<file path="config.mk">
export PLATFORM = sky130hd
export DESIGN_NAME = quad_polar_conv
export DESIGN_NICKNAME = d
export VERILOG_FILES = /design/src/rtl/qpolar_pkg.sv /design/src/rtl/cordic_vec_core.sv /design/src/rtl/quad_polar_ctrl.sv /design/src/rtl/quad_polar_dp.sv /design/src/rtl/quad_polar_conv.sv
export SDC_FILE = /design/constraint.sdc
export NUM_CORES = 2
export LEC_CHECK = 0
export BUFFER_PORTS_ARGS = -buffer_cell sky130_fd_sc_hd__buf_2
export CAP_MARGIN = 20
export CORE_ASPECT_RATIO = 1.1
export CORE_MARGIN = 1.5
export CORE_UTILIZATION = 66
export DETAILED_ROUTE_END_ITERATION = 10
export PLACE_DENSITY = 0.88
export SYNTH_ARGS = -nofsm -noshare
export SYNTH_HDL_FRONTEND = slang
export SYNTH_SLANG_ARGS = --single-unit
</file>
<file path="constraint.sdc">
create_clock -name clk -period 9 [get_ports clk]
set_input_delay 0.45 -clock clk [delete_from_list [all_inputs] [get_ports clk]]
set_output_delay 0.45 -clock clk [all_outputs]
set_load 0.03 [all_outputs]
</file>
<file path="src/rtl/qpolar_pkg.sv">
package qpolar_pkg;

  typedef struct packed {
    logic latchQuad;
    logic updateOut;
  } strobe_t;

  typedef struct packed {
    logic xNeg;
    logic yNeg;
  } quad_t;

  // arctangent of 2^-i in degrees; small angles use the linear term
  function automatic real atanDeg(input int i);
    case (i)
      0:  return 45.0;
      1:  return 26.565051177077990;
      2:  return 14.036243467926479;
      3:  return 7.125016348901798;
      4:  return 3.576334374997351;
      5:  return 1.789910608246069;
      6:  return 0.895173710211074;
      7:  return 0.447614170860553;
      8:  return 0.223810500368538;
      9:  return 0.111905677066207;
      10: return 0.055952891893804;
      11: return 0.027976452617004;
      default: return 57.29577951308232 / (2.0 ** i);
    endcase
  endfunction

  function automatic longint atanFixed(input int i, input int frac);
    return longint'(atanDeg(i) * (2.0 ** frac));
  endfunction

  // inverse of the accumulated CORDIC gain, as a fixed-point constant
  function automatic longint gainFixed(input int iters, input int frac);
    real k;
    k = 1.0;
    for (int i = 0; i < iters; i++) begin
      k = k / $sqrt(1.0 + (2.0 ** (-2 * i)));
    end
    return longint'(k * (2.0 ** frac));
  endfunction

endpackage

</file>
<file path="src/rtl/cordic_vec_core.sv">
module cordic_vec_core
  import qpolar_pkg::*;
#(
  parameter int W     = 32,
  parameter int AFRAC = 24,
  parameter int ITERS = 32,
  parameter int GUARD = 2
) (
  input  logic                 clk,
  input  logic                 rst,
  input  logic                 enable,
  input  logic                 start,
  input  logic signed [W-1:0]  xIn,
  input  logic signed [W-1:0]  yIn,
  output logic signed [W-1:0]  modOut,
  output logic signed [7+AFRAC:0] angleOut
);
  localparam int IW    = W + GUARD;
  localparam int AW    = 8 + AFRAC;
  localparam int CW    = $clog2(ITERS + 1);
  localparam int IDXW  = $clog2(ITERS);
  localparam int KW    = 32;
  localparam int KFRAC = KW - 1;
  localparam logic signed [KW-1:0] GAIN_K = KW'(gainFixed(ITERS, KFRAC));

  logic signed [IW-1:0] xAcc, yAcc, xNext, yNext, xShift, yShift;
  logic signed [AW-1:0] zAcc, zNext, step;
  logic [CW-1:0]        iterCnt;
  logic                 active;
  logic signed [AW-1:0] atanRom [ITERS];
  logic signed [IW+KW-1:0] prod;

  for (genvar g = 0; g < ITERS; g++) begin : gRom
    assign atanRom[g] = AW'(atanFixed(g, AFRAC));
  end

  assign active = iterCnt < CW'(ITERS);

  always_comb begin
    xShift = xAcc >>> iterCnt;
    yShift = yAcc >>> iterCnt;
    step   = atanRom[iterCnt[IDXW-1:0]];
    if (yAcc[IW-1]) begin
      xNext = xAcc - yShift;
      yNext = yAcc + xShift;
      zNext = zAcc - step;
    end else begin
      xNext = xAcc + yShift;
      yNext = yAcc - xShift;
      zNext = zAcc + step;
    end
  end

  always_ff @(posedge clk) begin
    if (rst) begin
      xAcc    <= '0;
      yAcc    <= '0;
      zAcc    <= '0;
      iterCnt <= '0;
    end else if (enable) begin
      if (start) begin
        xAcc    <= {{GUARD{xIn[W-1]}}, xIn};
        yAcc    <= {{GUARD{yIn[W-1]}}, yIn};
        zAcc    <= '0;
        iterCnt <= '0;
      end else if (active) begin
        xAcc    <= xNext;
        yAcc    <= yNext;
        zAcc    <= zNext;
        iterCnt <= iterCnt + CW'(1);
      end
    end
  end

  assign prod     = xAcc * GAIN_K;
  assign modOut   = W'(prod >>> KFRAC);
  assign angleOut = zAcc;

  AST_CNT_BOUND: assert property (@(posedge clk) disable iff (rst)
    iterCnt <= CW'(ITERS));

  AST_LOAD_CLEARS: assert property (@(posedge clk) disable iff (rst)
    enable && start |=> iterCnt == '0 && zAcc == '0);

  AST_PAUSE_HOLDS: assert property (@(posedge clk) disable iff (rst)
    !enable |=> $stable(iterCnt) && $stable(zAcc));

endmodule

</file>
<file path="src/rtl/quad_polar_ctrl.sv">
module quad_polar_ctrl
  import qpolar_pkg::*;
(
  input  logic    enable,
  input  logic    start,
  output strobe_t stb
);
  always_comb begin
    stb.latchQuad = enable & start;
    stb.updateOut = enable;
  end
endmodule

</file>
<file path="src/rtl/quad_polar_dp.sv">
module quad_polar_dp
  import qpolar_pkg::*;
#(
  parameter int W     = 32,
  parameter int AFRAC = 24
) (
  input  logic                   clk,
  input  logic                   rst,
  input  strobe_t                stb,
  input  logic signed [W-1:0]    xIn,
  input  logic signed [W-1:0]    yIn,
  input  logic signed [W-1:0]    coreMod,
  input  logic signed [7+AFRAC:0] coreAngle,
  output logic signed [W-1:0]    coreX,
  output logic signed [W-1:0]    coreY,
  output logic signed [W-1:0]    modOut,
  output logic signed [8+AFRAC:0] angleOut
);
  localparam int AW  = 8 + AFRAC;
  localparam int AOW = AW + 1;
  localparam logic signed [AOW-1:0] HALF_TURN = AOW'(64'(180) << AFRAC);

  quad_t quadNow, quadQ;
  logic signed [AOW-1:0] corr, angleNext;

  assign quadNow.xNeg = xIn[W-1];
  assign quadNow.yNeg = yIn[W-1];

  // mirror through the origin so the core always sees x >= 0
  assign coreX = quadNow.xNeg ? -xIn : xIn;
  assign coreY = quadNow.xNeg ? -yIn : yIn;

  always_comb begin
    if (!quadQ.xNeg)     corr = '0;
    else if (quadQ.yNeg) corr = -HALF_TURN;
    else                 corr = HALF_TURN;
    angleNext = {coreAngle[AW-1], coreAngle} + corr;
  end

  always_ff @(posedge clk) begin
    if (rst) begin
      quadQ    <= '0;
      modOut   <= '0;
      angleOut <= '0;
    end else begin
      if (stb.latchQuad) quadQ <= quadNow;
      if (stb.updateOut) begin
        modOut   <= coreMod;
        angleOut <= angleNext;
      end
    end
  end

  AST_QUAD_HOLD: assert property (@(posedge clk) disable iff (rst)
    !stb.latchQuad |=> $stable(quadQ));

  AST_OUT_HOLD: assert property (@(posedge clk) disable iff (rst)
    !stb.updateOut |=> $stable(angleOut) && $stable(modOut));

  AST_MOD_NONNEG: assert property (@(posedge clk) disable iff (rst)
    !modOut[W-1]);

  AST_UPPER_LEFT_POS: assert property (@(posedge clk) disable iff (rst)
    stb.updateOut && quadQ.xNeg && !quadQ.yNeg |=> !angleOut[AOW-1]);

  AST_LOWER_LEFT_NEG: assert property (@(posedge clk) disable iff (rst)
    stb.updateOut && quadQ.xNeg && quadQ.yNeg |=> angleOut[AOW-1]);

endmodule

</file>
<file path="src/rtl/quad_polar_conv.sv">
module quad_polar_conv
  import qpolar_pkg::*;
#(
  parameter int W     = 32,
  parameter int AFRAC = 24,
  parameter int ITERS = 32
) (
  input  logic                    clk,
  input  logic                    rst,
  input  logic                    enable,
  input  logic                    start,
  input  logic signed [W-1:0]     xIn,
  input  logic signed [W-1:0]     yIn,
  output logic signed [W-1:0]     modOut,
  output logic signed [8+AFRAC:0] angleOut
);
  strobe_t                 stb;
  logic signed [W-1:0]     coreX, coreY, coreMod;
  logic signed [7+AFRAC:0] coreAngle;

  quad_polar_ctrl ctrl_i (
    .enable (enable),
    .start  (start),
    .stb    (stb)
  );

  quad_polar_dp #(.W(W), .AFRAC(AFRAC)) dp_i (
    .clk       (clk),
    .rst       (rst),
    .stb       (stb),
    .xIn       (xIn),
    .yIn       (yIn),
    .coreMod   (coreMod),
    .coreAngle (coreAngle),
    .coreX     (coreX),
    .coreY     (coreY),
    .modOut    (modOut),
    .angleOut  (angleOut)
  );

  cordic_vec_core #(.W(W), .AFRAC(AFRAC), .ITERS(ITERS)) core_i (
    .clk      (clk),
    .rst      (rst),
    .enable   (enable),
    .start    (start),
    .xIn      (coreX),
    .yIn      (coreY),
    .modOut   (coreMod),
    .angleOut (coreAngle)
  );
endmodule

</file>
==> flow_metrics.py <==
metrics = {
    "outcome": {
        "run_status": "finished, final reports clean",
    },
    "die": {
        "ioPinCount": 133,
        "coreArea_um2": 59600,
        "die_width_um": 237,
        "die-height_um": 260,
        "floorplan.initialDensity_pct": 66.5,
        "die_area_um2": 61600,
        "std_cell_rows": 94,
    },
    "sta": {
        "finalCriticalPeriod_ns": 8.67,
        "max_slew.worst_pin.slew_ns": 1.15,
        "report.final.slew_viol_count": 0,
        "fin_tns_setup_ns": 0,
        "setup-violations-final": 0,
        "fin_crit_sh_pct": 96.3,
        "maxSlewHeadroom_pct": 21.1,
        "hold_viol": 0,
        "achievable-frequency_ghz": 0.115,
        "rsz0062_at_grt": "false",
        "finalClockSkew_ns": 0.0157,
    },
    "detailed_routing": {
        "drt_iter0_markers": 4012,
        "route.final.wire_length_um": 133000,
        "drtPass1Iterations": 9,
        "vias": 35300,
        "antenna_left": 0,
        "routedWlPerCell_um": 24.9,
        "route.detailed.vias_per_inst": 6.61,
        "drt_drc_violations_left": 0,
    },
    "job": {
        "cap_viol_max_count": 0,
    },
    "cells_and_area": {
        "area_growth_syn_to_layout_pct": 4.85,
        "fillerInstances": 4643,
        "fraction_of_layout_instances_using_a_drive_strength_above_1_pct": 8.77,
        "final_nets": 5557,
    },
    "global_route": {
        "number_of_global_route_vias_before_repair": 34500,
        "global_route.usage.met2_pct": 67.6,
        "gr-total-overflow": 0,
        "initial_antenna_violation_count": 0,
        "track_usage_pct": 43.2,
        "groute.layer.met1.usage_pct": 55.3,
        "gr-usage-met3_pct": 11.0,
        "global_route_wire_length_before_repair_um": 202000,
        "grt_start_max_net_pins": 72,
        "grt-busiest-layer": "met2",
    },
    "synthesis": {
        "post_synth_main_area_contributors": "fa_1 23%, ha_1 15%, dfxtp_1 8.7%",
        "syn_inst": 4517,
        "ys_seq_area_share_pct": 8.73,
        "async_flop_share_pct": 0,
        "ys_ff_latch": 173,
        "netlist.top_cell.by_area": "fa_1",
        "post_synth_num_cell_types": 104,
        "synthesis.area_um2": 39700,
        "yosys_warnings": 0,
        "post_synth_most_frequent_cells": "724 x inv_1, 490 x ha_1, 450 x fa_1",
        "yosysMostFrequentCell": "inv_1",
        "post-synth-top-area-fraction_pct": 22.7,
        "syn_area_per_cell_um2": 8.78,
        "ys.flop_type": "dfxtp_1",
        "number_of_enable_flip_flop_cells_after_synthesis": 0,
        "syn_nets": 5525,
    },
    "cts": {
        "number_of_clock_buffers_inserted_by_tritoncts": 17,
        "clk_pin_slew_ns": 0.08,
        "cts.root.buffer_cell": "clkbuf_16",
        "post-cts-setup-buffer-count": 0,
        "holdBufCountCts": 0,
        "cts.sink_count": 173,
        "longest_clk_path_bufs": 2,
        "htreeDepth": 4,
        "clkLatencyLatePin_ns": 0.51,
        "tritoncts": "yes",
        "cts-resized-gates": 0,
    },
    "placement": {
        "finalWeightedCongestion": 1.05,
        "hpwlAfterDp_um": 109000,
        "io_buffers": 132,
    },
    "setup_path": {
        "cp_data_arrival_time_ns": 9.08,
        "worst-setup-path-type": "reg2reg",
        "critical_path_required_ns": 9.41,
        "cp_max_fo": 14,
        "timing.critical_path.from_type": "flop",
        "endpoint_kind": "flop",
    },
    "hold_path": {
        "timing.hold.worst.class": "in2reg",
    },
}
-- logic make-up after synthesis --
| kind of cell | count (synthesis) | share of synthesized area, % |
|---|---|---|
| DFF | 173 | 8.73 |
| and+or+nand+nor | 927 | 11.0 |
| buffers and inverters | 913 | 9.22 |
| xor gates and xnor gates | 335 | 7.43 |
| adders and majority gates | 940 | 38.2 |
| muxes | 245 | 9.13 |
| AOI/OAI and AO/OA | 984 | 16.3 |
-- critical path, stage by stage (launching register included) --
cell and delay (ns):
dfxtp_1 0.80, ha_1 0.50, xor2_1 0.38, ha_1 0.21, a21oi_1 0.07, fa_1 0.55, inv_1 0.05, fa_1 0.61
fa_1 0.47, fa_1 0.47, fa_1 0.50, inv_1 0.06, fa_1 0.47, inv_1 0.04, ha_1 0.37, nand4_1 0.30
nor2_1 0.29, a21boi_0 0.80, o21ai_0 0.22, nand3_1 0.23, o221ai_1 0.29, o2111ai_1 0.34, a21oi_1 0.13, xnor2_1 0.14
a211oi_1 0.26
-- final timing paths --
path	startpoint	endpoint	slack, ns	cells after the start
worst max-delay path	core_i.xAcc[11]$_SDFFE_PP0P_	dp_i.modOut[31]$_SDFFE_PP0P_	0.33	24
worst min-delay path	yIn[31]	dp_i.quadQ[0]$_SDFFE_PP0P_	0.23	3
worst max register to register	core_i.xAcc[11]$_SDFFE_PP0P_	dp_i.modOut[31]$_SDFFE_PP0P_	0.33	24
worst min register to register	dp_i.modOut[29]$_SDFFE_PP0P_	dp_i.modOut[29]$_SDFFE_PP0P_	0.49	2
-- registers in the layout, summed over array words and instances, names as in the netlist --
register and cells:
core_i.xAcc 34, core_i.yAcc 34, dp_i.angleOut 33, core_i.angleOut 32, dp_i.modOut 32, core_i.iterCnt 6
dp_i.quadQ 2
-- cell usage in the layout, fill, tap and decap left out, types with 29 or more instances in the layout --
master and n:
xor2_1 174, dfxtp_1 166, ha_1 490, a31oi_1 43, mux2i_1 118, a22oi_1 35
mux2_2 43, nor3_1 55, fa_1 450, mux4_2 63, buf_2 129, nand3_1 46
a21oi_1 278, nand2b_1 37, o22ai_1 29, nand2_1 267, a211oi_1 57, o211ai_1 59
inv_1 721, o21ai_0 156, buf_4 67, nor2_1 317, xnor2_1 160, a21o_1 104
-- metrics by stage --
stage / instances / util (%) / area [um^2] / setup slack (ns) / hold slack [ns]
after global placement: 5297 / 68.6 / 40900 / 0.797 / 0.458
after detailed placement: 5297 / 68.6 / 40900 / 0.595 / 0.465
after CTS: 5329 / 69.7 / 41600 / 0.523 / 0.226
after global routing: 5330 / 69.7 / 41600 / 0.00977 / 0.255
final: 5332 / 69.7 / 41600 / 0.329 / 0.233
after floorplan: 4517 / - / 39700 / 1.47 / 0.450
-- routing by layer --
metal,part of all wire (%),vias to the layer above
met5,0,-
met4,6.1,0
met3,12,458
met2,45,2231
met1,38,17000
li1,-,15500
-- cell type report --
cell class | instances | area (um^2) | share of cell area (%)
diodes | 2 | 5.00 | 0.0120
multi-input cells | 3431 | 32600 | 78.3
well taps | 768 | 961 | 2.31
inverters | 727 | 2730 | 6.56
clock inverters | 15 | 204 | 0.490
repair buffers | 199 | 1200 | 2.89
flip-flops and latches | 173 | 3480 | 8.38
clock buffers | 17 | 425 | 1.02
Power is left out: the tool's default activity adds up to more than one toggle a clock period on the data nets, which glitch-free logic cannot reach.
